[src/rtl/shr_pkg.sv]
package shr_pkg;

    typedef enum logic [0:0] {
        ST_IDLE = 1'b0,
        ST_DONE = 1'b1
    } shr_state_e;

    typedef enum logic [1:0] {
        CLS_SHIFT   = 2'd0,
        CLS_FLUSH   = 2'd1,
        CLS_ILLEGAL = 2'd2
    } shift_class_e;

endpackage

[src/rtl/shr_word_stage.sv]
// Whole-word move: shifts the vector down by sel words and reports
// whether any dropped word held a one.
module shr_word_stage #(
    parameter int WORD_W = 32,
    parameter int NWORDS = 4,
    parameter int SEL_W  = 2
) (
    input  logic [NWORDS*WORD_W-1:0] din,
    input  logic [SEL_W-1:0]         sel,
    output logic [NWORDS*WORD_W-1:0] dout,
    output logic                     lost
);

    logic [WORD_W-1:0] in_w  [NWORDS];
    logic [WORD_W-1:0] out_w [NWORDS];

    // Word 0 is the most significant slice of the vector.
    for (genvar i = 0; i < NWORDS; i++) begin : g_words
        assign in_w[i] = din[(NWORDS-i)*WORD_W-1 -: WORD_W];
        assign dout[(NWORDS-i)*WORD_W-1 -: WORD_W] = out_w[i];
    end

    always_comb begin
        for (int i = 0; i < NWORDS; i++) begin
            out_w[i] = '0;
            for (int k = 0; k <= i; k++) begin
                if (int'(sel) == k) begin
                    out_w[i] = in_w[i-k];
                end
            end
        end
    end

    always_comb begin
        lost = 1'b0;
        for (int i = 0; i < NWORDS; i++) begin
            if (i >= NWORDS - int'(sel)) begin
                lost = lost | (|in_w[i]);
            end
        end
    end

endmodule

[src/rtl/shr_bit_stage.sv]
// Residual shift of 0..WORD_W-1 bits across word boundaries.
module shr_bit_stage #(
    parameter int WORD_W = 32,
    parameter int NWORDS = 4,
    parameter int AMT_W  = 5
) (
    input  logic [NWORDS*WORD_W-1:0] din,
    input  logic [AMT_W-1:0]         amt,
    output logic [NWORDS*WORD_W-1:0] dout,
    output logic                     lost
);

    logic [WORD_W-1:0] in_w  [NWORDS];
    logic [WORD_W-1:0] out_w [NWORDS];
    logic [WORD_W-1:0] drop_mask;

    for (genvar i = 0; i < NWORDS; i++) begin : g_words
        assign in_w[i] = din[(NWORDS-i)*WORD_W-1 -: WORD_W];
        assign dout[(NWORDS-i)*WORD_W-1 -: WORD_W] = out_w[i];
        if (i == 0) begin : g_top
            assign out_w[i] = in_w[i] >> amt;
        end else begin : g_low
            assign out_w[i] = WORD_W'({in_w[i-1], in_w[i]} >> amt);
        end
    end

    // Bits of the lowest word that fall off the bottom.
    assign drop_mask = ~({WORD_W{1'b1}} << amt);
    assign lost      = |(in_w[NWORDS-1] & drop_mask);

endmodule

[src/rtl/shr_ctrl.sv]
// Done-strobe sequencer.
module shr_ctrl
    import shr_pkg::*;
(
    input  logic clk,
    input  logic rst_n,
    input  logic in_valid,
    output logic load,
    output logic done
);

    shr_state_e state_q, state_d;

    always_comb begin
        state_d = state_q;
        unique case (state_q)
            ST_IDLE: if (in_valid)  state_d = ST_DONE;
            ST_DONE: if (!in_valid) state_d = ST_IDLE;
            default: state_d = ST_IDLE;
        endcase
    end

    always_ff @(posedge clk) begin
        if (!rst_n) state_q <= ST_IDLE;
        else        state_q <= state_d;
    end

    always_comb begin
        load = in_valid;
        unique case (state_q)
            ST_IDLE: done = 1'b0;
            ST_DONE: done = 1'b1;
            default: done = 1'b0;
        endcase
    end

endmodule

[src/rtl/sticky_rshift.sv]
module sticky_rshift
    import shr_pkg::*;
#(
    parameter int WORD_W  = 32,
    parameter int NWORDS  = 4,
    parameter int SIG_W   = 115,
    parameter int SHAMT_W = 8
) (
    input  logic                      clk,
    input  logic                      rst_n,
    input  logic                      in_valid,
    input  logic [NWORDS*WORD_W-1:0]  in_mant,
    input  logic                      in_sticky,
    input  logic signed [SHAMT_W-1:0] in_shamt,
    output logic                      out_done,
    output logic [NWORDS*WORD_W-1:0]  out_mant,
    output logic                      out_sticky,
    output logic                      out_err
);

    localparam int MANT_W = NWORDS * WORD_W;
    localparam int BIT_W  = $clog2(WORD_W);
    localparam int SEL_W  = (NWORDS > 1) ? $clog2(NWORDS) : 1;
    localparam logic signed [SHAMT_W-1:0] LIM  = SHAMT_W'(SIG_W);
    localparam logic signed [SHAMT_W-1:0] ZERO = '0;

    logic                 load;
    shift_class_e         cls;
    logic [SEL_W-1:0]     word_sel;
    logic [BIT_W-1:0]     bit_amt;
    logic [MANT_W-1:0]    mid_mant, shf_mant;
    logic                 word_lost, bit_lost;
    logic [MANT_W-1:0]    nxt_mant;
    logic                 nxt_sticky, nxt_err;

    shr_ctrl u_ctrl (
        .clk      (clk),
        .rst_n    (rst_n),
        .in_valid (in_valid),
        .load     (load),
        .done     (out_done)
    );

    always_comb begin
        if (in_shamt <= ZERO)     cls = CLS_ILLEGAL;
        else if (in_shamt >= LIM) cls = CLS_FLUSH;
        else                      cls = CLS_SHIFT;
    end

    assign word_sel = in_shamt[BIT_W +: SEL_W];
    assign bit_amt  = in_shamt[BIT_W-1:0];

    shr_word_stage #(.WORD_W(WORD_W), .NWORDS(NWORDS), .SEL_W(SEL_W)) u_word (
        .din  (in_mant),
        .sel  (word_sel),
        .dout (mid_mant),
        .lost (word_lost)
    );

    shr_bit_stage #(.WORD_W(WORD_W), .NWORDS(NWORDS), .AMT_W(BIT_W)) u_bit (
        .din  (mid_mant),
        .amt  (bit_amt),
        .dout (shf_mant),
        .lost (bit_lost)
    );

    always_comb begin
        unique case (cls)
            CLS_SHIFT: begin
                nxt_mant   = shf_mant;
                nxt_sticky = in_sticky | word_lost | bit_lost;
                nxt_err    = 1'b0;
            end
            CLS_FLUSH: begin
                nxt_mant   = '0;
                nxt_sticky = 1'b1;
                nxt_err    = 1'b0;
            end
            CLS_ILLEGAL: begin
                nxt_mant   = in_mant;
                nxt_sticky = in_sticky;
                nxt_err    = 1'b1;
            end
            default: begin
                nxt_mant   = '0;
                nxt_sticky = 1'b0;
                nxt_err    = 1'b0;
            end
        endcase
    end

    always_ff @(posedge clk) begin
        if (!rst_n) begin
            out_mant   <= '0;
            out_sticky <= 1'b0;
            out_err    <= 1'b0;
        end else if (load) begin
            out_mant   <= nxt_mant;
            out_sticky <= nxt_sticky;
            out_err    <= nxt_err;
        end
    end

endmodule

[config.mk]
export PLATFORM = sky130hd
export DESIGN_NAME = sticky_rshift
export DESIGN_NICKNAME = d
export VERILOG_FILES = /design/src/rtl/shr_pkg.sv /design/src/rtl/shr_word_stage.sv /design/src/rtl/shr_bit_stage.sv /design/src/rtl/shr_ctrl.sv /design/src/rtl/sticky_rshift.sv
export SDC_FILE = /design/constraint.sdc
export NUM_CORES = 1
export LEC_CHECK = 0
export BUFFER_PORTS_ARGS = -buffer_cell sky130_fd_sc_hd__buf_4
export CORE_UTILIZATION = 28
export CTS_CLUSTER_DIAMETER = 40
export CTS_CLUSTER_SIZE = 10
export DETAILED_ROUTE_END_ITERATION = 6
export SLEW_MARGIN = 20
export SYNTH_ARGS = -nofsm -noshare
export SYNTH_HDL_FRONTEND = slang
export SYNTH_SLANG_ARGS = --single-unit
[constraint.sdc]
create_clock -name clk -period 7.39 [get_ports clk]
set_input_delay 0.739 -clock clk [delete_from_list [all_inputs] [get_ports clk]]
set_output_delay 0.739 -clock clk [all_outputs]
set_load 0.02 [all_outputs]
==> metrics.yaml <==
outcome:
  status: "completed"
clock_tree:
  cts_max_level: 4
  path_clk_slew_ns: 0.07
  cts_tree: "done"
  post_cts_buffers: 0
  root_buffer: "clkbuf_16"
  numCtsBuffers: 17
  postCtsHoldBufs: 0
  cts_resized: 0
  worstSkewPairLatency_ns: 0.45
  clock_sinks: 131
  clk_path_buf_depth: 2
global_routing:
  grt_use_met1_pct: 52.2
  antenna_found_initial: 5
  grt_pass1_wl_um: 159000
  grt_use_total_pct: 37.2
  busiest_layer: "met1"
  use_met3_pct: 12.8
  grt_pass1_vias: 19400
  grt_max_degree: 98
  use_met2_pct: 51.7
  grt-ovfl-total: 0
synth:
  synth_cell_type_count: 76
  synth-seq-cells: 131
  yosysSeqAreaShare_pct: 15.7
  yosysTopAreaCell: "dfxtp_1"
  syn-num-nets: 2301
  synth_ff_type: "dfxtp_1"
  ys_warn_count: 0
  synth_top_area_share_pct: 15.7
  synth_edf_count: 0
  synth_cells: 2161
  synthTopCellsByArea: "dfxtp_1, mux4_2, mux2i_1"
  syn_area_per_cell_um2: 7.74
  synth_area_um2: 16700
  synth_top_cells_by_count: "nand2_1, o21ai_0, nor2_1"
  yosysMostFrequentCell: "nand2_1"
  synthArstFlopShare_pct: 0
placement:
  io_buffer_count: 270
  place.gp.congestion: 1.01
  hpwl_um: 88300
  placed_area_um2: 19000
critical_path:
  crit_type: "input pin to flip-flop"
  cp.arrival_ns: 4.85
  endpoint_kind: "flip-flop"
  cp_max_fo: 82
  cp-start-kind: "input pin"
  critPathRequiredTime_ns: 7.76
pwr:
  p_leak_nw: 7.63
  power_density_nw_per_um2: 168
  vdd_drop_max_v: 0.000164
route:
  dr.pass1.iters: 7
  num_vias: 20900
  drt-initial-drc-count: 3952
  routed_wl_um: 116000
  route.detailed.drc: 0
  post_drt_wl_per_cell_um: 37.9
  post_drt_via_cell_ratio: 6.86
  ant_nets: 0
finish:
  drive_above_1_share_pct: 24.7
  finalInstanceArea_um2: 19600
  fin_util_pct: 33.2
  syn2layout_area_growth_pct: 17.3
  nets: 2402
timing:
  max_freq_mhz: 223
  final-max-slew-violation-count: 0
  hold_violations: 0
  tightest_slew_ns: 1.22
  worst_clock_skew_ns: 0
  setup_viol: 0
  slew_headroom_pct: 18.1
  setup-tns-final_ns: 0
  rsz0062_at_grt: "false"
  period_minus_slack_ns: 4.48
  period_share_pct: 60.6
floorplanning:
  ios: 271
  core_um2: 59000
  num_rows: 89
  initial_utilization_pct: 28.3
  die_h_um: 246
  die_w_um: 246
  die_area_um2: 60700
min_path:
  hold_class: "flip-flop to flip-flop"
run:
  drv_cap: 0
## layer usage
layer  part of all wire [%]  vias up
li1                       -     8458
met1                     42    10400
met2                     40     1807
met3                     14      254
met4                    4.1        4
met5                  0.022        -
## metrics by stage
step,hold slack [ns],power [mW],cells,setup WS (ns)
5_1_grt,0.535,3.37,3048,2.99
3_5_place_dp,0.482,2.33,3016,2.70
6_report,0.494,3.30,3049,2.91
2_1_floorplan,0.552,1.65,2161,4.46
4_1_cts,0.498,3.23,3048,3.18
3_3_place_gp,0.469,2.34,3016,2.75
## final timing paths
check | slack (ns) | start | to | cells after the start
worst max-delay path | 2.91 | in_shamt[6] | out_mant[15]$_SDFFE_PN0P_ | 11
worst min-delay path | 0.49 | out_mant[125]$_SDFFE_PN0P_ | out_mant[125]$_SDFFE_PN0P_ | 1
worst max register to register | 6.29 | out_mant[8]$_SDFFE_PN0P_ | out_mant[8]$_SDFFE_PN0P_ | 5
worst min register to register | 0.49 | out_mant[125]$_SDFFE_PN0P_ | out_mant[125]$_SDFFE_PN0P_ | 1
## registers in the layout, summed over array words and instances, names as in the netlist
signal / cells
out_mant: 128
out_err: 1
out_sticky: 1
u_ctrl.state_q: 1
## worst max-delay path, stage by stage
cell and delay (ns):
buf_6 0.56, buf_12 0.43, or2_1 0.16, buf_4 0.27, o41ai_4 0.12, buf_4 0.24
nor2_4 0.49, nand2_1 0.70, nor2_1 0.67, nand2_1 0.19, o211ai_1 0.13
## placed cells by master (no fill, tap or decap), drive strengths merged, types with 18 or more instances in the layout
master,n
mux4,111
nand2b,31
a31oi,29
nor2,172
mux2,86
a22o,23
o21ai,204
nor4,29
nor3,18
inv,33
dfxtp,131
o22ai,55
buf,316
nand3,50
nor2b,21
nand2,349
a21oi,83
a211oi,26
clkbuf,19
a22oi,39
mux2i,170
o211ai,33
a221oi,57
## report_power, final
group	switching [mW]	internal [mW]	total (mW)
clock network	0.395	0.511	0.906
logic	1.08	0.518	1.60
registers	0.0385	0.760	0.799
total	1.51	1.79	3.30
## cell families after synthesis
family	count (synthesis)	share of synthesized area, %
simple gates	716	18.5
compound gates	683	27.5
mux	367	31.1
buf+inv	264	7.20
flops	131	15.7
## final cells by class
class / instances / area (µm²)
antenna: 1 / 2.50
timing repair buffer: 316 / 2390
fill: 6386 / 39400
sequential: 131 / 2620
inverter: 30 / 115
clock inverter: 13 / 151
clock buffer: 19 / 443
multi-input combinational: 1766 / 12900
tap: 773 / 967
Note: power is estimated with default switching activity, not from simulation.
